**src/rtl/tsc_pkg.sv**
```systemverilog
package tsc_pkg;
   localparam logic [2:0] MODE_RESTART = 3'b100;
   localparam logic [2:0] MODE_PAUSE   = 3'b101;
   localparam logic [2:0] MODE_EVENT   = 3'b110;

   localparam logic [2:0] SRC_CH0_EDGE = 3'b100;
   localparam logic [2:0] SRC_CH0      = 3'b101;
   localparam logic [2:0] SRC_CH1      = 3'b110;

   localparam int NUM_INT_TRIG = 4;
   localparam int NUM_CHAN     = 2;

   function automatic logic is_slave(input logic [2:0] m);
      return (m == MODE_RESTART) || (m == MODE_PAUSE) || (m == MODE_EVENT);
   endfunction
endpackage

```
**src/rtl/tsc_filter.sv**
```systemverilog
module tsc_filter #(
   parameter int FLT_W = 4
) (
   input  logic             clk,
   input  logic             rst_n,
   input  logic [FLT_W-1:0] sel_i,
   input  logic             raw_i,
   output logic             lvl_o
);
   localparam int RUN_W = 1 << FLT_W;

   logic             bypass;
   logic             lvl_q;
   logic [RUN_W-1:0] run_q;
   logic [RUN_W-1:0] target;

   assign bypass = (sel_i == '0);
   assign target = RUN_W'(1) << (sel_i - FLT_W'(1));

   always_ff @(posedge clk or negedge rst_n) begin
      if (!rst_n) begin
         lvl_q <= 1'b0;
         run_q <= '0;
      end else if (bypass) begin
         lvl_q <= raw_i;
         run_q <= '0;
      end else if (raw_i == lvl_q) begin
         run_q <= '0;
      end else if ((run_q + RUN_W'(1)) == target) begin
         lvl_q <= raw_i;
         run_q <= '0;
      end else begin
         run_q <= run_q + RUN_W'(1);
      end
   end

   assign lvl_o = bypass ? raw_i : lvl_q;

   assert_filter_hold_R9: assert property (@(posedge clk) disable iff (!rst_n)
      (!bypass && (raw_i == lvl_q)) |=> (lvl_q == $past(lvl_q)));
endmodule

```
**src/rtl/tsc_trig.sv**
```systemverilog
module tsc_trig
   import tsc_pkg::*;
(
   input  logic                    clk,
   input  logic                    rst_n,
   input  logic [2:0]              src_i,
   input  logic [NUM_INT_TRIG-1:0] int_trig_i,
   input  logic [NUM_CHAN-1:0]     chan_flt_i,
   input  logic [NUM_CHAN-1:0]     chan_pol_i,
   output logic                    lvl_o,
   output logic                    rise_o
);
   logic ch0_q;
   logic ch0_edge;
   logic sel;
   logic sync1_q, sync2_q, edge_q;

   assign ch0_edge = chan_flt_i[0] ^ ch0_q;

   always_comb begin
      case (src_i)
         3'b000, 3'b001, 3'b010, 3'b011: sel = int_trig_i[src_i[1:0]];
         SRC_CH0_EDGE: sel = ch0_edge;
         SRC_CH0:      sel = chan_flt_i[0] ^ chan_pol_i[0];
         SRC_CH1:      sel = chan_flt_i[1] ^ chan_pol_i[1];
         default:      sel = 1'b0;
      endcase
   end

   always_ff @(posedge clk or negedge rst_n) begin
      if (!rst_n) begin
         ch0_q   <= 1'b0;
         sync1_q <= 1'b0;
         sync2_q <= 1'b0;
         edge_q  <= 1'b0;
      end else begin
         ch0_q   <= chan_flt_i[0];
         sync1_q <= sel;
         sync2_q <= sync1_q;
         edge_q  <= sync2_q;
      end
   end

   assign lvl_o  = sync2_q;
   assign rise_o = sync2_q & ~edge_q;
endmodule

```
**src/rtl/tsc_count.sv**
```systemverilog
module tsc_count
   import tsc_pkg::*;
#(
   parameter int CNT_W = 16
) (
   input  logic             clk,
   input  logic             rst_n,
   input  logic [2:0]       mode_i,
   input  logic [CNT_W-1:0] reload_i,
   input  logic             en_wr_i,
   input  logic             en_wdata_i,
   input  logic             trig_lvl_i,
   input  logic             trig_rise_i,
   input  logic [1:0]       flag_clr_i,
   output logic [CNT_W-1:0] count_o,
   output logic             en_o,
   output logic             upd_o,
   output logic             trg_o
);
   logic [CNT_W-1:0] cnt_q;
   logic             en_q, upd_q, trg_q;
   logic             restart, paused, active, wrap;
   logic             upd_set, trg_set;

   assign restart = (mode_i == MODE_RESTART) && trig_rise_i;
   assign paused  = (mode_i == MODE_PAUSE) && !trig_lvl_i;
   assign active  = en_q && !paused;
   assign wrap    = active && !restart && (cnt_q >= reload_i);
   assign upd_set = wrap;
   assign trg_set = is_slave(mode_i) && trig_rise_i;

   always_ff @(posedge clk or negedge rst_n) begin
      if (!rst_n) begin
         cnt_q <= '0;
         en_q  <= 1'b0;
         upd_q <= 1'b0;
         trg_q <= 1'b0;
      end else begin
         if (restart || wrap)  cnt_q <= '0;
         else if (active)      cnt_q <= cnt_q + CNT_W'(1);

         if ((mode_i == MODE_EVENT) && trig_rise_i) en_q <= 1'b1;
         else if (en_wr_i)                          en_q <= en_wdata_i;

         upd_q <= upd_set | (upd_q & ~flag_clr_i[0]);
         trg_q <= trg_set | (trg_q & ~flag_clr_i[1]);
      end
   end

   assign count_o = cnt_q;
   assign en_o    = en_q;
   assign upd_o   = upd_q;
   assign trg_o   = trg_q;

   assert_restart_clear_R3: assert property (@(posedge clk) disable iff (!rst_n)
      ((mode_i == MODE_RESTART) && trig_rise_i) |=> ((cnt_q == '0) && trg_q));
   assert_wrap_update_R2: assert property (@(posedge clk) disable iff (!rst_n)
      (en_q && (mode_i != MODE_PAUSE) && (mode_i != MODE_RESTART) && (cnt_q >= reload_i))
      |=> ((cnt_q == '0) && upd_q));
   assert_pause_hold_R4: assert property (@(posedge clk) disable iff (!rst_n)
      ((mode_i == MODE_PAUSE) && !trig_lvl_i) |=> $stable(cnt_q));
   assert_event_enable_R5: assert property (@(posedge clk) disable iff (!rst_n)
      ((mode_i == MODE_EVENT) && trig_rise_i) |=> en_q);
   assert_flag_sticky_R10: assert property (@(posedge clk) disable iff (!rst_n)
      (upd_q && !flag_clr_i[0]) |=> upd_q);
endmodule

```
**src/rtl/tmr_slave_ctl.sv**
```systemverilog
module tmr_slave_ctl
   import tsc_pkg::*;
#(
   parameter int CNT_W = 16,
   parameter int FLT_W = 4
) (
   input  logic             clk,
   input  logic             rst_n,
   input  logic [2:0]       mode_i,
   input  logic [2:0]       src_i,
   input  logic [CNT_W-1:0] reload_i,
   input  logic [FLT_W-1:0] flt_sel_i,
   input  logic [1:0]       chan_pol_i,
   input  logic [3:0]       int_trig_i,
   input  logic [1:0]       chan_i,
   input  logic             en_wr_i,
   input  logic             en_wdata_i,
   input  logic [1:0]       flag_clr_i,
   output logic [CNT_W-1:0] count_o,
   output logic             en_o,
   output logic             upd_flag_o,
   output logic             trg_flag_o
);
   if (CNT_W < 2 || CNT_W > 32) begin : g_bad_cnt_w
      $error("tmr_slave_ctl: CNT_W must lie in 2..32");
   end
   if (FLT_W < 1 || FLT_W > 5) begin : g_bad_flt_w
      $error("tmr_slave_ctl: FLT_W must lie in 1..5");
   end

   logic [NUM_CHAN-1:0] chan_flt;
   logic                trig_lvl, trig_rise;

   for (genvar g = 0; g < NUM_CHAN; g++) begin : g_chan
      tsc_filter #(.FLT_W(FLT_W)) i_filter (
         .clk   (clk),
         .rst_n (rst_n),
         .sel_i (flt_sel_i),
         .raw_i (chan_i[g]),
         .lvl_o (chan_flt[g])
      );
   end

   tsc_trig i_trig (
      .clk        (clk),
      .rst_n      (rst_n),
      .src_i      (src_i),
      .int_trig_i (int_trig_i),
      .chan_flt_i (chan_flt),
      .chan_pol_i (chan_pol_i),
      .lvl_o      (trig_lvl),
      .rise_o     (trig_rise)
   );

   tsc_count #(.CNT_W(CNT_W)) i_count (
      .clk         (clk),
      .rst_n       (rst_n),
      .mode_i      (mode_i),
      .reload_i    (reload_i),
      .en_wr_i     (en_wr_i),
      .en_wdata_i  (en_wdata_i),
      .trig_lvl_i  (trig_lvl),
      .trig_rise_i (trig_rise),
      .flag_clr_i  (flag_clr_i),
      .count_o     (count_o),
      .en_o        (en_o),
      .upd_o       (upd_flag_o),
      .trg_o       (trg_flag_o)
   );
endmodule

```
**config.mk**
```make
export PLATFORM = sky130hd
export DESIGN_NAME = tmr_slave_ctl
export DESIGN_NICKNAME = d
export VERILOG_FILES = /design/src/rtl/tsc_pkg.sv /design/src/rtl/tsc_filter.sv /design/src/rtl/tsc_trig.sv /design/src/rtl/tsc_count.sv /design/src/rtl/tmr_slave_ctl.sv
export SDC_FILE = /design/constraint.sdc
export NUM_CORES = 1
export LEC_CHECK = 0
export BUFFER_PORTS_ARGS = -buffer_cell sky130_fd_sc_hd__buf_2
export CAP_MARGIN = 20
export CORE_MARGIN = 5
export CORE_UTILIZATION = 50
export CTS_CLUSTER_DIAMETER = 100
export DETAILED_ROUTE_END_ITERATION = 10
export PLACE_DENSITY = 0.71
export SYNTH_ARGS = -nofsm -noshare
export SYNTH_HDL_FRONTEND = slang
export SYNTH_SLANG_ARGS = --single-unit
```
**constraint.sdc**
```tcl
create_clock -name clk -period 3.66 [get_ports clk]
set_input_delay 0.732 -clock clk [delete_from_list [all_inputs] [get_ports clk]]
set_output_delay 0.732 -clock clk [all_outputs]
set_load 0.01 [all_outputs]
```
Word-level counts from Yosys, hierarchy flattened
Cells that the tools add are included.
{"block": "totals", "elab_cells": 88, "register_bits": 57, "inputBits": 40}
{"block": "op_classes", "muxes": 21, "n_reduce_logical": 22, "addsub": 4, "shift": 1, "bitwise_logic": 11, "magnitude_cmp": 2, "eq_ne": 15}
{"cell": "$mux W16", "count": 8}
{"cell": "$add A16 B1 Y16 const B", "count": 3}
{"cell": "$eq A16 B16 Y1", "count": 2}
{"cell": "$eq A3 B3 Y1 const B", "count": 6}
{"cell": "$ge A16 B16 Y1", "count": 1}
{"cell": "$shl A1 B4 Y16 const A", "count": 1}
{"cell": "$mux W1", "count": 11}
{"cell": "$reduce_bool A2 Y1", "count": 4}
{"cell": "$logic_and A1 B1 Y1", "count": 7}
{"cell": "$eq A3 B2 Y1 const B", "count": 2}
{"cell": "$logic_not A4 Y1", "count": 1}
{"cell": "$pmux W1 S4", "count": 1}
{"cell": "$reduce_and A2 Y1", "count": 2}
{"cell": "$reduce_or A4 Y1", "count": 1}
{"cell": "$sub A4 B1 Y4 const B", "count": 1}
{"cell": "$and A1 B1 Y1", "count": 3}
{"cell": "$eq A3 B1 Y1 const B", "count": 1}
{"cell": "$logic_not A1 Y1", "count": 3}
{"cell": "$logic_not A3 Y1", "count": 1}
{"cell": "$logic_or A1 B1 Y1", "count": 3}
{"cell": "$lt A2 B3 Y1 const B", "count": 1}
{"cell": "$not A1 Y1", "count": 3}
{"cell": "$xor A1 B1 Y1", "count": 3}
{"cell": "$bmux W1 S2", "count": 1}
{"cell": "other kinds (4)", "count": 6}

Depth between registers and ports, before layout
{"block": "logic_depth", "word_depth": 8, "depth_mapped": 12, "depth_no_buf": 10}

Hierarchy
Synthesis repeated with hierarchy kept, for this count alone.
{"block": "unflattened", "cells_unflattened": 514, "hier_area_um2": 4773.3}
{"mod": "tsc_filter", "n_inst": 2, "cells_per_inst": 169, "area_each_um2": 1560.2}
{"mod": "tsc_count", "n_inst": 1, "cells_per_inst": 163, "area_each_um2": 1465.2}
{"mod": "tsc_trig", "n_inst": 1, "cells_per_inst": 13, "area_each_um2": 187.7}

Worst setup path after synthesis
OpenSTA, ideal clock, no wires.
{"block": "synth_path", "kind": "input -> register", "startpoint": "input flt_sel_i[3]", "endpoint": "register g_chan[0].i_filter.run_q[0]", "required_ns": 3.532, "path_buffers": 3, "stages": 10, "path_slack_ns": 0.644, "arrival_time_ns": 2.889, "cell_sequence": "buf_2 nor4bb_1 xnor2_1 o211ai_1 or4_1 o31ai_1 nand2b_1 buf_4 buf_6 nor2_1"}
{"block": "synth_between", "elab_chain_len": 6}
{"item": "start, declared", "line_no": "tmr_slave_ctl.sv:12", "rtl": "input logic [FLT_W-1:0] flt_sel_i,"}
{"item": "$sub A4 B1 Y4", "line_no": "tsc_filter.sv:18", "rtl": "assign target = RUN_W'(1) << (sel_i - FLT_W'(1));"}
{"item": "$shl A1 B4 Y16", "line_no": "tsc_filter.sv:18"}
{"item": "$eq A16 B16 Y1", "line_no": "tsc_filter.sv:29", "rtl": "end else if ((run_q + RUN_W'(1)) == target) begin"}
{"item": "$mux W16", "line_no": "tsc_filter.sv:29"}
{"item": "$mux W16", "line_no": "tsc_filter.sv:27", "rtl": "end else if (raw_i == lvl_q) begin"}
{"item": "$mux W16 (*)", "line_no": "tsc_filter.sv:24", "rtl": "end else if (bypass) begin"}
{"item": "end signal, assigned", "line_no": "tsc_filter.sv:33", "rtl": "run_q <= run_q + RUN_W'(1);"}
{"item": "end, declared", "line_no": "tsc_filter.sv:14", "rtl": "logic [RUN_W-1:0] run_q;"}
Every way passes the cells marked *; elsewhere a longest branch is shown, timed or not.
A chain may end at the register's enable or synchronous reset.

Worst setup path after layout
{"block": "layout_path", "startpoint": "register g_chan[1].i_filter.run_q[0]", "endpoint": "register g_chan[1].i_filter.lvl_q"}
{"block": "layout_between", "elab_chain_len": 4}
{"item": "start, declared", "line_no": "tsc_filter.sv:14"}
{"item": "start signal, assigned", "line_no": "tsc_filter.sv:33"}
{"item": "$add A16 B1 Y16", "line_no": "tsc_filter.sv:29"}
{"item": "$eq A16 B16 Y1", "line_no": "tsc_filter.sv:29"}
{"item": "$reduce_bool A2 Y1 (no line)"}
{"item": "$reduce_and A2 Y1 (no line)"}
{"item": "end signal, assigned", "line_no": "tsc_filter.sv:25", "rtl": "lvl_q <= raw_i;"}
{"item": "end signal, assigned", "line_no": "tsc_filter.sv:30", "rtl": "lvl_q <= raw_i;"}
{"item": "end, declared", "line_no": "tsc_filter.sv:13", "rtl": "logic lvl_q;"}
No other way between the ends.

==> flow_summary_export.csv <==
group,metric,value,unit
run_status,status,"finished, final reports clean",
placed_design,gp_congestion,0.898,
die,die_area,0.0104,sq mm
yosys,synth_top_area_share,33.7,%
clocking,post_cts_buffers,0,
timing,fin_crit_sh,86.7,%
drt,wl,9920,um
finish,diodes,0,
yosys,synth_top_cell_by_area,"dfrtp_1",
finish,areaGrowthSynthToFinish,13.0,%
timing,clock_skew,0.0138,ns
critical_path,ff2ff_path_depth,9,
clocking,ctsHoldBuffers,0,
worst_hold_path,hold_depth,0,
yosys,ys_ff_latch,57,
timing,tns,0,ns
die,die_x,102,um
clocking,cts_tree,"built",
critical_path,r2r_start,"g_chan[1].i_filter.run_q[0]",
timing,rsz0062_at_grt,"no",
placed_design,dpl_worst_slack,0.294,ns
timing,tightest_slew,0.948,ns
yosys,syn-instance-count,500,
critical_path,arrival,3.41,ns
global_routing,grt.total_usage,19.6,%
timing,hold_viol,0,
yosys,avgSynthCellArea,8.47,sq um
drt,vias_per_cell,5.66,
die,num_rows,33,
clocking,cts_made_buffers,9,
clocking,cts_sinks,57,
yosys,synth_edf_count,0,
die,io-pin-count,59,
drt,drtIter0Drc,201,
pwr,power.density,427,mW/mm^2
drt,drt_pass1_iterations,4,
placed_design,dp_cells,644,
critical_path,crit_path_start_kind,"flop",
pwr,p_leak,2.22,nW
die,die_h,102,um
pwr,total_power,2.04,mW
timing,post-route-min-period,3.17,ns
timing,slew_headroom,36.8,%
global_routing,grt_pass1_wl,16300,um
global_routing,antenna_found_initial,0,
clocking,cts_resized,0,
placed_design,dpl.hpwl,7620,um
worst_hold_path,min_from,"i_trig.sync1_q",
drt,wl_per_cell,15.0,um
finish,final_cell_area,0.00478,sq mm
clocking,clk_latency,0.35,ns
yosys,synth-seq-area-share,33.7,%
yosys,ys_types,60,
yosys,synth-async-reset-ratio,100,%
critical_path,required,3.89,ns
yosys,synth_ff_type,"dfrtp_1",
pwr,vdd_ir_drop_max,0.231,mV
finish,nets,609,
yosys,yosysMostFrequentCell,"dfrtp_1",
global_routing,grt-ovfl-total,0,
yosys,netlist_top_cells_count,"57 x dfrtp_1, 53 x nor2_1, 41 x xnor2_1",
yosys,synthTopCellsByArea,"dfrtp_1 34%, xnor2_1 8.5%, ha_1 5.6%, nor2_1 4.7%, xor2_1 3.9%",
yosys,synthesis.nets,559,
worst_hold_path,min_path_type,"flop to flop",
finish,fillers,809,
clocking,cts_htree_levels,3,
timing,slew_viol_final,0,
timing,holdWs,0.359,ns
timing,timing.final.ws_setup,0.487,ns
drt,ant_nets,0,
placed_design,placed_cell_area,0.00458,sq mm
clocking,clk_pin_slew,0.08,ns
timing,setup-violations-final,0,
yosys,yosysWarnings,0,
flow_run,drv_cap,0,
die,initial_core_util,51.5,%
placed_design,port_buffers,58,
global_routing,grt_pass1_vias,3574,
drt,drc,0,
finish,fin_util,58.2,%
timing,clock.fmax,315,MHz
critical_path,end_kind,"flop",
critical_path,crit_type,"flop to flop",
finish,final_cells,660,
critical_path,critPathLaunch,"g_chan[1].i_filter.run_q[0]",
global_routing,grt_max_degree,43,
critical_path,worstPathMaxFanout,9,
drt,vias,3733,
yosys,netlist_area,0.00423,sq mm
finish,drive_gt1_share,16.4,%
clocking,cts_root_buffer,"clkbuf_8",
clocking,clk_path_buf_depth,2,
die,core-area,0.00822,sq mm
kinds of logic after synthesis:
family	share of synthesized area, %
xor gates and xnor gates	13.0
DFF	33.7
and+or+nand+nor	25.3
adders and majority gates	5.61
buffers and inverters	5.79
muxes	2.28
AOI/OAI and AO/OA	14.4
critical path, stage by stage (launching register included):
cell	delay (ns)
dfrtp_1	0.51
ha_1	0.34
nand2_1	0.20
or4_1	0.61
and3_1	0.22
a311o_1	0.28
nor4_1	0.25
nand4_1	0.20
nand2_1	0.12
mux2_2	0.33
report_power, final:
part,switching (mW),total [mW],internal (mW)
Sequential,0.120,0.837,0.716
Clock,0.278,0.598,0.320
Combinational,0.346,0.610,0.264
placed cells by master (no fill, tap or decap), types with 3 or more instances in the layout:
cell type,instances
buf_2,58
dfrtp_1,57
nor2_1,53
xnor2_1,41
inv_1,32
nand2_1,29
nand3_1,27
a21oi_1,22
o21ai_0,21
xor2_1,19
ha_1,19
nor3_1,17
nand4_1,11
nand2b_1,11
and3_1,11
a21o_1,10
nor4_1,9
a31oi_1,9
clkbuf_8,9
nor2b_1,7
buf_4,7
o22ai_1,5
nor3b_1,5
mux2i_1,4
a211oi_1,4
mux2_2,3
and4bb_2,3
and2_1,3
or4_1,3
o211ai_1,3
state kept, by name (all words and copies together), names as in the netlist:
name,cells
g_chan.i_filter.lvl_q,2
g_chan.i_filter.run_q,32
i_count.count_o,16
i_count.en_o,1
i_count.trg_o,1
i_count.upd_o,1
i_trig.ch0_q,1
i_trig.edge_q,1
i_trig.lvl_o,1
i_trig.sync1_q,1
area by class of cell:
cell class / instances / area (sq um) / share of cell area (%)
repair buffers: 65 / 343 / 7.17
multi-input cells: 385 / 2560 / 53.6
clock buffers: 9 / 124 / 2.59
well taps: 105 / 131 / 2.75
clock inverters: 7 / 77.6 / 1.62
inverters: 32 / 120 / 2.51
flip-flops and latches: 57 / 1430 / 29.8
routing by layer:
metal  routed length [um]  vias to the layer above  GRT usage (%)  share of wire, %
li1                     -                     1879              -                 -
met1                 4340                     1744           24.9                44
met2                 4780                       90           32.5                48
met3                  540                       20           3.82               5.4
met4                  259                        0           8.48               2.6
met5                    0                        -              0                 0
worst paths after layout:
path                                                endpoint  slack (ns)
worst max-delay path                g_chan[1].i_filter.lvl_q        0.49
worst min-delay path                            i_trig.lvl_o        0.36
worst max register to register      g_chan[1].i_filter.lvl_q        0.49
worst min register to register                  i_trig.lvl_o        0.36
max in group asynchronous       g_chan[1].i_filter.run_q[10]        2.35
min in group asynchronous                       i_count.en_o        0.52
(Power assumes the default switching activity.)
